==> src/rtl/plist_pkg.sv <==
package plist_pkg;

  typedef enum logic [2:0] {
    ST_IDLE,
    ST_DREQ,
    ST_DWAIT,
    ST_BREQ,
    ST_BWAIT,
    ST_HALT
  } seqState_t;

  // Strobes from the control FSM to the datapath
  typedef struct packed {
    logic clearPos;   // start of a run: position back to entry 0
    logic latchDesc;  // descriptor response accepted
    logic burstDone;  // data burst response completed
    logic selDesc;    // current request is a descriptor read
  } seqStrobe_t;

  localparam logic [1:0] CFG_BASE = 2'd0;
  localparam logic [1:0] CFG_LIST = 2'd1;
  localparam logic [1:0] CFG_CTRL = 2'd2;
  localparam logic [1:0] CFG_END  = 2'd3;

endpackage

==> src/rtl/plist_ctrl.sv <==
module plist_ctrl
  import plist_pkg::*;
(
  input  logic       clk,
  input  logic       rst_n,
  input  logic       startBit,
  input  logic       rdGnt,
  input  logic       rspValid,
  input  logic       rspLast,
  input  logic       periodDone,
  input  logic       stopHit,
  output logic       rdReq,
  output seqStrobe_t stb
);

  seqState_t state, stateNext;
  logic rspDone;

  assign rspDone = rspValid && rspLast;

  always_ff @(posedge clk) begin
    if (!rst_n) state <= ST_IDLE;
    else        state <= stateNext;
  end

  always_comb begin
    stateNext = state;
    unique case (state)
      ST_IDLE:  if (startBit) stateNext = ST_DREQ;
      ST_DREQ:  if (rdGnt) stateNext = ST_DWAIT;
      ST_DWAIT: if (rspDone) stateNext = startBit ? ST_BREQ : ST_IDLE;
      ST_BREQ:  if (rdGnt) stateNext = ST_BWAIT;
      ST_BWAIT: begin
        if (rspDone) begin
          if (stopHit)          stateNext = ST_HALT;
          else if (!startBit)   stateNext = ST_IDLE;
          else if (periodDone)  stateNext = ST_DREQ;
          else                  stateNext = ST_BREQ;
        end
      end
      ST_HALT:  if (!startBit) stateNext = ST_IDLE;
      default:  stateNext = ST_IDLE;
    endcase
  end

  always_comb begin
    rdReq         = (state == ST_DREQ) || (state == ST_BREQ);
    stb.selDesc   = (state == ST_DREQ);
    stb.clearPos  = (state == ST_IDLE) && startBit;
    stb.latchDesc = (state == ST_DWAIT) && rspDone;
    stb.burstDone = (state == ST_BWAIT) && rspDone;
  end

endmodule

==> src/rtl/plist_dpath.sv <==
module plist_dpath
  import plist_pkg::*;
#(
  parameter int unsigned ADDR_W      = 32,
  parameter int unsigned PTR_W       = 6,
  parameter int unsigned POS_W       = 16,
  parameter int unsigned BURST_BYTES = 64,
  parameter int unsigned DESC_BYTES  = 8
) (
  input  logic                          clk,
  input  logic                          rst_n,
  input  logic                          cfgWe,
  input  logic [1:0]                    cfgAddr,
  input  logic [31:0]                   cfgWdata,
  input  seqStrobe_t                    stb,
  input  logic [DESC_BYTES*8-1:0]       rspData,
  output logic                          startBit,
  output logic                          periodDone,
  output logic                          stopHit,
  output logic [ADDR_W-1:0]             rdAddr,
  output logic [$clog2(BURST_BYTES):0]  rdBytes,
  output logic [PTR_W-1:0]              curPeriod,
  output logic [POS_W-1:0]              bytePtr,
  output logic                          evHalfPeriod,
  output logic                          evFullPeriod,
  output logic                          evHalfBuffer,
  output logic                          evFullBuffer
);

  localparam int unsigned DATA_W     = DESC_BYTES * 8;
  localparam int unsigned WORD_W     = DATA_W / 2;
  localparam int unsigned DESC_SHIFT = $clog2(DESC_BYTES);
  localparam int unsigned IDX_W      = PTR_W - DESC_SHIFT;
  localparam int unsigned LEN_W      = $clog2(BURST_BYTES) + 1;
  localparam int unsigned LIST_LSB   = 16;

  // Configuration registers
  logic [ADDR_W-1:0] listBase;
  logic [PTR_W-1:0]  listField;
  logic [POS_W-1:0]  endOffset;
  logic              stopFlag;

  // Period state
  logic [ADDR_W-1:0] perAddr;
  logic [POS_W-1:0]  perSize;

  logic [IDX_W-1:0]  lastIdx;
  logic [IDX_W:0]    halfCount;
  logic              midValid;
  logic [IDX_W:0]    midIdx;
  logic              onLast;
  logic              onMid;
  logic [POS_W:0]    nextByte;
  logic [POS_W:0]    halfSize;
  logic              halfCross;
  logic [DATA_W-WORD_W-POS_W-1:0] unusedDescBits;

  assign unusedDescBits = rspData[DATA_W-POS_W-1:WORD_W];

  always_ff @(posedge clk) begin
    if (!rst_n) begin
      listBase  <= '0;
      listField <= '0;
      endOffset <= '0;
      stopFlag  <= 1'b0;
      startBit  <= 1'b0;
    end else if (cfgWe) begin
      unique case (cfgAddr)
        CFG_BASE: listBase  <= ADDR_W'(cfgWdata);
        CFG_LIST: listField <= cfgWdata[LIST_LSB +: PTR_W];
        CFG_CTRL: startBit  <= cfgWdata[0];
        CFG_END: begin
          endOffset <= cfgWdata[POS_W-1:0];
          stopFlag  <= cfgWdata[POS_W];
        end
        default: ;
      endcase
    end
  end

  // List position decode
  always_comb begin
    lastIdx   = listField[PTR_W-1:DESC_SHIFT];
    halfCount = ({1'b0, lastIdx} + (IDX_W+1)'(1)) >> 1;
    midValid  = (halfCount != '0);
    midIdx    = halfCount - (IDX_W+1)'(1);
    onLast    = (curPeriod == PTR_W'(lastIdx));
    onMid     = midValid && (curPeriod == PTR_W'(midIdx));
  end

  // Byte offset arithmetic
  always_comb begin
    nextByte   = {1'b0, bytePtr} + (POS_W+1)'(BURST_BYTES);
    halfSize   = {2'b00, perSize[POS_W-1:1]};
    halfCross  = ({1'b0, bytePtr} < halfSize) && (nextByte >= halfSize);
    periodDone = (nextByte >= {1'b0, perSize});
    stopHit    = stopFlag && (nextByte == {1'b0, endOffset});
  end

  // Request address and length
  always_comb begin
    if (stb.selDesc) begin
      rdAddr  = listBase + (ADDR_W'(curPeriod) << DESC_SHIFT);
      rdBytes = LEN_W'(DESC_BYTES);
    end else begin
      rdAddr  = perAddr + ADDR_W'(bytePtr);
      rdBytes = LEN_W'(BURST_BYTES);
    end
  end

  // Position and descriptor state
  always_ff @(posedge clk) begin
    if (!rst_n) begin
      curPeriod <= '0;
      bytePtr   <= '0;
      perAddr   <= '0;
      perSize   <= '0;
    end else begin
      if (stb.clearPos) begin
        curPeriod <= '0;
        bytePtr   <= '0;
      end
      if (stb.latchDesc) begin
        perAddr <= ADDR_W'(rspData[WORD_W-1:0]);
        perSize <= rspData[DATA_W-1 -: POS_W];
      end
      if (stb.burstDone) begin
        if (periodDone) begin
          bytePtr   <= '0;
          curPeriod <= onLast ? '0 : curPeriod + PTR_W'(1);
        end else begin
          bytePtr <= nextByte[POS_W-1:0];
        end
      end
    end
  end

  // Event pulses, one cycle after the completing beat
  always_ff @(posedge clk) begin
    if (!rst_n) begin
      evHalfPeriod <= 1'b0;
      evFullPeriod <= 1'b0;
      evHalfBuffer <= 1'b0;
      evFullBuffer <= 1'b0;
    end else begin
      evHalfPeriod <= stb.burstDone && halfCross;
      evFullPeriod <= stb.burstDone && periodDone;
      evHalfBuffer <= stb.burstDone && periodDone && onMid;
      evFullBuffer <= stb.burstDone && periodDone && onLast;
    end
  end

endmodule

==> src/rtl/plist_dma_seq.sv <==
module plist_dma_seq
  import plist_pkg::*;
#(
  parameter int unsigned ADDR_W      = 32,
  parameter int unsigned PTR_W       = 6,
  parameter int unsigned POS_W       = 16,
  parameter int unsigned BURST_BYTES = 64,
  parameter int unsigned DESC_BYTES  = 8
) (
  input  logic                         clk,
  input  logic                         rst_n,
  input  logic                         cfgWe,
  input  logic [1:0]                   cfgAddr,
  input  logic [31:0]                  cfgWdata,
  output logic                         rdReq,
  input  logic                         rdGnt,
  output logic [ADDR_W-1:0]            rdAddr,
  output logic [$clog2(BURST_BYTES):0] rdBytes,
  input  logic                         rspValid,
  input  logic                         rspLast,
  input  logic [DESC_BYTES*8-1:0]      rspData,
  output logic [PTR_W-1:0]             curPeriod,
  output logic [POS_W-1:0]             bytePtr,
  output logic                         evHalfPeriod,
  output logic                         evFullPeriod,
  output logic                         evHalfBuffer,
  output logic                         evFullBuffer
);

  seqStrobe_t stb;
  logic startBit;
  logic periodDone;
  logic stopHit;

  plist_ctrl ctrlI (
    .clk        (clk),
    .rst_n      (rst_n),
    .startBit   (startBit),
    .rdGnt      (rdGnt),
    .rspValid   (rspValid),
    .rspLast    (rspLast),
    .periodDone (periodDone),
    .stopHit    (stopHit),
    .rdReq      (rdReq),
    .stb        (stb)
  );

  plist_dpath #(
    .ADDR_W      (ADDR_W),
    .PTR_W       (PTR_W),
    .POS_W       (POS_W),
    .BURST_BYTES (BURST_BYTES),
    .DESC_BYTES  (DESC_BYTES)
  ) dpathI (
    .clk          (clk),
    .rst_n        (rst_n),
    .cfgWe        (cfgWe),
    .cfgAddr      (cfgAddr),
    .cfgWdata     (cfgWdata),
    .stb          (stb),
    .rspData      (rspData),
    .startBit     (startBit),
    .periodDone   (periodDone),
    .stopHit      (stopHit),
    .rdAddr       (rdAddr),
    .rdBytes      (rdBytes),
    .curPeriod    (curPeriod),
    .bytePtr      (bytePtr),
    .evHalfPeriod (evHalfPeriod),
    .evFullPeriod (evFullPeriod),
    .evHalfBuffer (evHalfBuffer),
    .evFullBuffer (evFullBuffer)
  );

endmodule

==> config.mk <==
export PLATFORM = sky130hd
export DESIGN_NAME = plist_dma_seq
export DESIGN_NICKNAME = d
export VERILOG_FILES = /design/src/rtl/plist_pkg.sv /design/src/rtl/plist_ctrl.sv /design/src/rtl/plist_dpath.sv /design/src/rtl/plist_dma_seq.sv
export SDC_FILE = /design/constraint.sdc
export NUM_CORES = 1
export LEC_CHECK = 0
export BUFFER_PORTS_ARGS = -buffer_cell sky130_fd_sc_hd__buf_2
export CAP_MARGIN = 20
export CORE_ASPECT_RATIO = 0.8
export CORE_MARGIN = 5
export CORE_UTILIZATION = 55
export CTS_CLUSTER_DIAMETER = 50
export DETAILED_ROUTE_END_ITERATION = 10
export PLACE_DENSITY = 0.88
export RECOVER_POWER = 100
export SLEW_MARGIN = 30
export SYNTH_ARGS = -nofsm -noshare
export SYNTH_HDL_FRONTEND = slang
export SYNTH_SLANG_ARGS = --single-unit
==> constraint.sdc <==
create_clock -name clk -period 3.6 [get_ports clk]
set_input_delay 0.54 -clock clk [delete_from_list [all_inputs] [get_ports clk]]
set_output_delay 0.54 -clock clk [all_outputs]
set_load 0.005 [all_outputs]
=== Word level (Yosys, flattened, before mapping) ===
Cells that the tools add are included.

* Register bits: 133
* Bits in latches: 0
* Bits in writable memories: 0
* Memory bits (read-only): 0
* Bits of input ports: 104
* Output and inout port bits: 66
* Word-level logic and storage cells: 81
* Memories kept: 0

* Add/subtract/negate cells: 6
* $mul: 0
* Div/mod/pow operators: 0
* Magnitude comparators: 3
* Equal/unequal tests: 17
* Shift operators: 0
* Muxes and demuxes: 20
* Bitwise logic cells: 0
* Reduce and logical (&&, ||, !) cells: 21

{| class="wikitable"
|+ Operators by type and width
! kind !! count
|-
| 16-bit 2-to-1 mux || 3
|-
| 32-bit by 16-bit adder with 32-bit output || 1
|-
| 32-bit by 9-bit adder with 32-bit output || 1
|-
| 32-bit 2-to-1 mux || 1
|-
| 3-bit 2-to-1 mux || 8
|-
| 6-bit 2-to-1 mux || 4
|-
| 3-bit case mux with 6 select lines || 1
|-
| 16-bit by 7-bit adder with 17-bit output, second input constant || 1
|-
| 17-bit by 16-bit equality test with 1-bit output || 1
|-
| 17-bit by 15-bit >= comparator with 1-bit output || 1
|-
| 17-bit by 16-bit >= comparator with 1-bit output || 1
|-
| 16-bit by 15-bit less-than comparator with 1-bit output || 1
|-
| 1-bit logical AND || 11
|-
| 2-bit AND reduction || 4
|-
| 7-bit 2-to-1 mux || 1
|-
| 6-bit by 1-bit adder with 6-bit output, second input constant || 1
|-
| 3-bit by 2-bit equality test with 1-bit output, second input constant || 2
|-
| 3-bit equality test, second input constant || 2
|-
| 6-bit by 3-bit equality test with 1-bit output || 1
|-
| 6-bit by 4-bit equality test with 1-bit output || 1
|-
| 2-bit by 1-bit != test with 1-bit output, second input constant || 3
|-
| 2-bit != test, second input constant || 3
|-
| 6-bit AND reduction || 1
|-
| 3-bit by 1-bit adder with 4-bit output, second input constant || 1
|-
| 10 further kinds || 12
|}

=== Logic depth before layout (Yosys ltp) ===
Gate-level depths: netlist (run 1).

* Depth in word-level cells: 7
* Gate-level depth with buffers: 13
* Gate-level depth less buffers: 12

=== Cells and area by module ===
Synthesis (run 1) repeated with hierarchy kept, for this count alone.

* Cells, all modules: 916
* Area, all modules: 7,866.3 sq um

{| class="wikitable"
|+ Modules (own cells, without submodules)
! module !! instances !! cells each !! area each (sq um) !! seq. area each (sq um)
|-
| plist_dpath || 1 || 876 || 7,531.0 || 2,422.3
|-
| plist_ctrl || 1 || 40 || 335.3 || 60.1
|}

=== Worst setup path before layout (run 1) ===
OpenSTA, ideal clock, no wires.

* Kind: reg2reg
* From: register dpathI.bytePtr[6]
* To: register dpathI.curPeriod[2]
* Library setup time: 122 ps
* Arrival: 3,208 ps
* Data required time: 3,478 ps
* Path slack: 271 ps
* Cell stages (with the launch flop): 13
* Buffers on the path: 0
* Period minus slack after synthesis: 3,329 ps
* Cells stage by stage: dfxtp_1 ha_1 nand3_2 nor2_1 nor2b_1 or2_2 ha_1 a21oi_1 o21ai_0 a221o_1 nor2_2 and3b_1 a221o_1

* Longest elaborated chain between the ends: 4

{| class="wikitable"
|+ RTL lines
! item !! line !! text
|-
| start, declared || plist_dpath.sv:23 || <nowiki>output logic [POS_W-1:0] bytePtr,</nowiki>
|-
| start signal, assigned || plist_dpath.sv:132 || <nowiki>bytePtr <= nextByte[POS_W-1:0];</nowiki>
|-
| 16-bit by 7-bit adder with 17-bit output || plist_dpath.sv:93 || <nowiki>nextByte = {1'b0, bytePtr} + (POS_W+1)'(BURST_BYTES);</nowiki>
|-
| 17-bit by 16-bit >= comparator with 1-bit output || plist_dpath.sv:96 || <nowiki>periodDone = (nextByte >= {1'b0, perSize});</nowiki>
|-
| 6-bit 2-to-1 mux || plist_dpath.sv:128 || <nowiki>if (periodDone) begin</nowiki>
|-
| 6-bit 2-to-1 mux || plist_dpath.sv:127 || <nowiki>if (stb.burstDone) begin</nowiki>
|-
| end signal, assigned || plist_dpath.sv:130 || <nowiki>curPeriod <= onLast ? '0 : curPeriod + PTR_W'(1);</nowiki>
|-
| end, declared || plist_dpath.sv:22 || <nowiki>output logic [PTR_W-1:0] curPeriod,</nowiki>
|}

No other way between the ends.
A chain may end at the register's enable or synchronous reset.

=== Worst setup path in the final report (run 1) ===
* From: register dpathI.bytePtr[7]
* To: register dpathI.curPeriod[3]

Same word-level chain as after synthesis.

==> metrics.md, run 1 <==
| Metric | Value |
|---|---|
| Status | `finished, violations left` |
| Violated checks | `max-capacitance violations, max-slew violations` |
| Post-synth EDFFs | `0` |
| Global-route wire length before repair | `~37000 um` |
| Hold path start | `rspData[5]` |
| Nature of the critical path endpoint | `flop` |
| Clk sinks | `approximately 120` |
| Clock network power share | `0.512` |
| VDD IR-drop max | `around 320 uV` |
| Hpwl dp | `about 17000 um` |
| Max-slew violations | `49` |
| R2R Setup Slk | `0.14 ns` |
| Worst-skew pair later-pin latency | `0.42 ns` |
| Post-route DRC | `0` |
| Int Pwr | `between 2000 and 3000 uW` |
| Initial antenna violation count | `0` |
| Ys flop type | `dfxtp_1` |
| Crit start category | `flop` |
| Layout cells sized above 1 | `0.161` |
| Power per cell area | `about 360 mW/mm^2` |
| Max-Cap Viols | `1` |
| Post-synth ARST share | `0` |
| Vias/cell | `~5.9` |
| CTS H-tree lvls | `4` |
| Area Overhead vs Synth | `17.7%` |
| Mean Syn Cell Area | `7.62 sq um` |
| Hold Path Cell Cnt | `3` |
| Post-Route Skew | `0.00669 ns` |
| Commonest non-fill, non-tap cell in the layout | `nand2_1` |
| Largest net degree at the start of global routing | `between 40 and 50` |
| Register area share after synthesis | `0.319` |
| Port Buffers | `around 140` |
| Worst slew pin tran | `between 1.5 and 2 ns` |
| Vias | `between 7000 and 8000` |
| Initial DRC count | `787` |
| Worst Path Max Fanout | `10` |
| Starting density of the core | `0.568` |
| Core Util, Final | `0.669` |
| GRT overflow | `0` |
| Switching pwr | `between 800 and 900 uW` |
| Hold WS | `0.360 ns` |
| Inserted Diodes | `0` |
| Final nets | `about 1300` |
| Post-synthesis cell count | `around 1000` |
| Die H | `116 um` |
| WS Path Type | `reg -> reg` |
| RD Place Congestion | `between 0.9 and 1` |
| Period utilisation layout | `0.962` |
| Global Route Usage Sum | `0.276` |
| Io pins | `170` |
| CTS tree | `done` |
| Routed Antenna Nets | `0` |
| Final Hold Violating Endpoints | `0` |
| Sw Share | `0.242` |
| Tmin final | `between 3 and 4 ns` |
| Place WS | `0.276 ns` |
| Endpoints failing setup | `0` |
| Worst hold path class | `in -> reg` |
| Share of power burned in registers | `0.426` |
| Die Area | `roughly 0.017 sq mm` |
| LEAKAGE | `between 0.003 and 0.004 uW` |
| Final wirelength | `~23000 um` |
| Maximum buffer depth of the clock tree | `2` |
| Reg2reg path depth | `12` |
| Mapped Area | `0.00778 sq mm` |
| Worst Path Arrival | `approximately 3.8 ns` |
| Logic gate share of total power | `0.062` |
| CP required | `between 3 and 4 ns` |
| FP Rows | `38` |
| Synth Register Bits | `124` |
| Hold endpoint | `dpathI.perAddr[5]$_SDFFE_PN0P_` |
| Vias in the first global route | `7255` |
| Reg-to-Reg End | `dpathI.curPeriod[3]$_SDFF_PN0_` |
| DR pass1 iterations | `6` |
| Root Buffer | `clkbuf_16` |
| R2r startpoint | `dpathI.bytePtr[7]$_SDFFE_PN0P_` |
| Maximum clock rate | `~290 MHz` |
| Clock-pin transition on the worst setup and hold timing paths | `0.06 ns` |
| Slack of the critical path | `about 0.14 ns` |
| Synth cell types | `69` |
| Most frequent cells in the layout | `nand2_1 (256), dfxtp_1 (121), buf_2 (119)` |
| Ys Warns | `0` |
| Die width | `around 140 um` |
| Max transition margin | `-0.159` |
| Routed len/inst | `~17 um` |
| Cts bufs inserted | `17` |
| Core area | `about 0.014 sq mm` |
worst max-delay path, stage by stage, from the launching register on:
cell and delay [ns]:
dfxtp_1 0.33, ha_1 0.22, nand3_1 0.34, nor2_1 0.27, nor2b_1 0.08, or2_2 0.32, ha_1 0.31, a21oi_1 0.17
o21ai_0 0.11, a221o_1 0.40, nor2_2 0.19, and3b_1 0.26, a221o_1 0.34
how the worst max path moves through the flow:
| stage | end | depth (start not counted) | slack (ns) | start |
|---|---|---|---|---|
| floorplan | dpathI.curPeriod[2]$_SDFF_PN0_ | 12 | 0.27 | dpathI.bytePtr[6]$_SDFFE_PN0P_ |
| CTS | rdAddr[11] | 8 | 0.0007 | dpathI.curPeriod[2]$_SDFF_PN0_ |
| global placement | dpathI.curPeriod[2]$_SDFF_PN0_ | 11 | 0.39 | dpathI.bytePtr[8]$_SDFFE_PN0P_ |
| detailed placement | dpathI.curPeriod[5]$_SDFF_PN0_ | 11 | 0.28 | dpathI.bytePtr[8]$_SDFFE_PN0P_ |
| global route | rdAddr[31] | 8 | -0.007 | dpathI.bytePtr[8]$_SDFFE_PN0P_ |
| finish | dpathI.curPeriod[3]$_SDFF_PN0_ | 12 | 0.14 | dpathI.bytePtr[7]$_SDFFE_PN0P_ |
Yosys cell counts, drive strengths merged (10+ instances only):
cell,instances,area [sq um]
nand2b,10,70.1
o21ai,31,155
a21oi,90,450
a31oi,14,103
clkbuf,45,169
xor2,25,219
nand2,256,961
inv,32,120
nor3,14,70.1
nor2,48,183
dfxtp,124,2480
nand4,16,100
buf,17,110
nand3,29,150
xnor2,32,280
a21boi,37,278
mux2i,14,140
ha,49,613
power by group through the flow:
stage                     sequential [uW]  clock, uW  combinational, uW
after floorplan                      1440          0                121
after global placement               1450          0                198
after detailed placement             1450          0                201
after CTS                            1420       1710                205
after global routing                 1420       1780                226
final                                1420       1700                205
timing repair:
| item | in CTS | in global routing |
|---|---|---|
| endpoints found under the setup margin | 1 | 12 |
| buffers inserted | 0 | 1 |
| pin swaps | 0 | 1 |
| resized for setup | 1 | 7 |
| hold buffers | 0 | 0 |
per-stage QoR:
| stage | instance area (sq um) | std cells | power (uW) | setup TNS, ns |
|---|---|---|---|---|
| 2_1_floorplan | 7820 | 1031 | 1560 | 0 |
| 3_3_place_gp | 8630 | 1311 | 1640 | 0 |
| 3_5_place_dp | 8630 | 1311 | 1650 | 0 |
| 4_1_cts | 9220 | 1343 | 3330 | 0 |
| 5_1_grt | 9160 | 1344 | 3420 | -0.00740 |
| 6_report | 9160 | 1344 | 3330 | 0 |
registers in the layout (all words and copies together), names as in the netlist, 3 cells and up:
register          count
ctrlI.state           3
dpathI.endOffset     16
dpathI.curPeriod      6
dpathI.listField      3
dpathI.perAddr       32
dpathI.listBase      32
dpathI.perSize       16
dpathI.bytePtr       10
kinds of logic after synthesis:
kind of cell / after synthesis / synth area share
and+or+nand+nor: 441 / 0.261
AOI/OAI and AO/OA: 236 / 0.195
DFF: 124 / 0.319
buffers and inverters: 94 / 0.0513
xor gates and xnor gates: 60 / 0.0730
adders and majority gates: 50 / 0.0814
muxes: 15 / 0.0195
other: 1 / 0.000482
cell type report:
cell class,instances,area [sq um]
Tap cell,180,225
Clock buffer,19,443
Clock inverter,13,140
Sequential cell,124,2490
Multi-Input combinational cell,813,4940
Fill cell,1152,4530
Timing Repair Buffer,163,807
Inverter,32,120
per-layer routing:
metal | global-route usage | wire, um | vias to the layer above
met3 | 0.0614 | 2170 | 44
met5 | 0 | 0 | -
li1 | - | - | 3800
met1 | 0.386 | 10200 | 3696
met4 | 0.0842 | 483 | 0
met2 | 0.427 | 10500 | 390
(Power assumes the default switching activity.)
==> inputs of run 2 (changes only) <==
--- a/config.mk
+++ b/config.mk
@@ -5,6 +5,7 @@
 export SDC_FILE = /design/constraint.sdc
 export NUM_CORES = 1
 export LEC_CHECK = 0
+export ABC_AREA = 1
 export BUFFER_PORTS_ARGS = -buffer_cell sky130_fd_sc_hd__buf_2
 export CAP_MARGIN = 20
 export CORE_ASPECT_RATIO = 0.8
==> run 2 against run 1 <==
Effect of this change:
- design area decreased by 1.5%
- global-route usage is 1.1 points higher
- first-iteration DRC count increased by 22%
- the flow now finishes without violations
- clock skew rose by 0.00079 ns
==> metrics.md, run 2 <==
| Metric | Value |
|---|---|
| Synth top cells by count | `nand2_1 (243), a21oi_1 (129), o21ai_0 (125)` |
| Most frequent cells in the layout | `nand2_1 (244), a21oi_1 (129), o21ai_0 (125)` |
| Hpwl dp | `approximately 17000 um` |
| Final wirelength | `roughly 24000 um` |
| Sw Share | `0.305` |
| Worst hold path class | `in -> reg` |
| Synth top area share | `0.322` |
| Max transition margin | `0.0748` |
| CTS H-tree lvls | `4` |
| Setup_tns | `0 ns` |
| Largest area contributor in the netlist | `dfxtp_1` |
| Commonest non-fill, non-tap cell in the layout | `nand2_1` |
| Worst-skew pair later-pin latency | `0.42 ns` |
| Ys flop type | `dfxtp_1` |
| Maximum clock rate | `about 290 MHz` |
| Post-synth ARST share | `0` |
| DR pass1 iterations | `6` |
| Layout cells sized above 1 | `0.138` |
| Io pins | `170` |
| Vias in the first global route | `7730` |
| Cell area after placement | `~0.0085 sq mm` |
| Synth Register Bits | `124` |
| Endpoints failing setup | `0` |
| Routed len/inst | `approximately 16 um` |
| Vias/cell | `5.67` |
| Global-route wire length before repair | `~38000 um` |
| Finished Layout Cells | `1477` |
| Most common cell in the netlist | `nand2_1` |
| Starting density of the core | `0.565` |
| Share of power burned in registers | `0.380` |
| Final nets | `1438` |
| Port Buffers | `~140` |
| Die Area | `around 0.016 sq mm` |
| Core area | `0.0136 sq mm` |
| CTS tree | `done` |
| Biggest regs | `dpathI.listBase (32), dpathI.perAddr (32)` |
| CP required | `3.06 ns` |
| Dominant cells by area after synthesis | `dfxtp_1 (32%), nand2_1 (12%), a21oi_1 (8.4%)` |
| Routed Antenna Nets | `0` |
| WS Path Type | `reg -> out` |
| Int Pwr | `around 2700 uW` |
| Cts bufs inserted | `17` |
| Status | `complete, no violations` |
| Largest net degree at the start of global routing | `between 80 and 90` |
| Power per cell area | `approximately 430 mW/mm^2` |
| Tmin final | `3.45 ns` |
| Initial DRC count | `~960` |
| Ys Warns | `0` |
| RD Place Congestion | `between 0.9 and 1` |
| Max-Cap Viols | `0` |
| Worst Path Arrival | `just under 3 ns` |
| Design area | `0.00902 sq mm` |
| Root Buffer | `clkbuf_16` |
| Worst slew pin tran | `approximately 1.4 ns` |
| Mean Syn Cell Area | `~6.7 sq um` |
| Post-synth EDFFs | `0` |
| Switching pwr | `1180 uW` |
| Global Route Usage Sum | `0.287` |
| Worst Path Max Fanout | `8` |
| Area Overhead vs Synth | `17.1%` |
| GRT overflow | `0` |
| Mapped Area | `0.00771 sq mm` |
| Post-synthesis cell count | `about 1200` |
| Max-slew violations | `0` |
| Placed Cells | `about 1400` |
| Register area share after synthesis | `0.322` |
| Post-CTS Hold Buffers | `0` |
| Crit start category | `flop` |
| Initial antenna violation count | `1` |
| Final Hold Violating Endpoints | `0` |
| Nature of the critical path endpoint | `primary output` |
| VDD IR-drop max | `371 uV` |
| Clk sinks | `between 100 and 150` |
| Die H | `116 um` |
| LEAKAGE | `~0.0040 uW` |
| Synth cell types | `43` |
| Inserted Diodes | `0` |
| Vias | `8374` |
| FP Rows | `38` |
| Logic gate share of total power | `0.183` |
| Maximum buffer depth of the clock tree | `2` |
| Post-route DRC | `0` |
| Die width | `~140 um` |
| Period utilisation layout | `0.957` |
| Clock network power share | `0.437` |
| Post-Route Skew | `between 0.007 and 0.008 ns` |
| Clock-pin transition on the worst setup and hold timing paths | `about 0.060 ns` |
| RSZ-0062 raised after global routing | `no` |
| Setup bufs post-CTS | `0` |
| R2R Setup Slk | `approximately 0.28 ns` |
[run 2: cell types whose count changed in the layout (fill, tap and decap cells not counted), sizes merged, moves of 11 or more]
cell / previous run / this run
a21boi: 37 / 0
a21oi: 90 / 129
a31oi: 14 / 3
buf: 131 / 119
inv: 35 / 119
mux2i: 14 / 0
nand3: 29 / 83
nor2: 48 / 119
o21ai: 31 / 129
xnor2: 32 / 8
[run 2: critical path, stage by stage (launching register included)]
cell,delay (ns)
dfxtp_1,0.31
buf_4,0.16
ha_1,0.17
inv_1,0.05
fa_1,0.42
nor3_1,0.22
nor2_1,0.14
nor2_4,0.17
nand2_2,0.09
nor2_2,0.15
nand2_2,0.09
xor2_1,0.16
nand2_1,0.05
o21ai_0,0.11
buf_2,0.18
[run 2: cell families after synthesis]
| kind of cell | after synthesis | share of synthesized area |
|---|---|---|
| other | 1 | 0.000486 |
| adders and majority gates | 50 | 0.0821 |
| and+or+nand+nor | 505 | 0.290 |
| buffers and inverters | 172 | 0.0904 |
| AOI/OAI and AO/OA | 275 | 0.184 |
| xor gates and xnor gates | 28 | 0.0318 |
| DFF | 124 | 0.322 |
[run 2: repair_timing]
| item | in CTS | in global routing |
|---|---|---|
| hold endpoints to repair | 0 | 0 |
| endpoints found under the setup margin | 0 | 3 |
| resized for setup | 0 | 2 |
[run 2: path summary, 6_finish.rpt]
kind	startpoint	to	cells after the start
setup reg to reg	dpathI.bytePtr[6]$_SDFFE_PN0P_	dpathI.bytePtr[9]$_SDFFE_PN0P_	16
hold reg to reg	dpathI.endOffset[1]$_SDFFE_PN0P_	dpathI.endOffset[1]$_SDFFE_PN0P_	2
hold / removal	cfgWdata[24]	dpathI.listBase[24]$_SDFFE_PN0P_	3
setup / recovery	dpathI.curPeriod[0]$_SDFF_PN0_	rdAddr[23]	14
[run 2: power by group through the flow]
stage	sequential [uW]	combinational (uW)	clock, uW
final	1470	708	1700
after global placement	1500	687	0
after detailed placement	1500	701	0
after floorplan	1490	461	0
after global routing	1480	789	1770
after CTS	1470	713	1700
[run 2: layer usage]
metal	GRT usage	up-vias	wire [um]
met5	0	-	13
met2	0.456	463	10700
met1	0.394	3762	10300
met4	0.0950	2	613
li1	-	4088	-
met3	0.0553	59	2420
[run 2: area by class of cell]
cell class | instances | area (sq um)
multi-input combinational | 869 | 4540
fill | 1184 | 4620
clock buffer | 18 | 439
timing repair buffer | 153 | 739
tap | 180 | 225
clock inverter | 14 | 145
sequential | 124 | 2480
inverter | 119 | 447
[run 2: metrics by stage]
step	utilization	setup slack (ns)	total power, uW	hold slack, ns
CTS	0.669	0.164	3880	0.343
finish	0.661	0.153	3880	0.344
global placement	0.626	0.701	2190	0.433
floorplan	-	0.925	1950	0.424
global route	0.661	0.0207	4040	0.363
detailed placement	0.626	0.617	2200	0.439
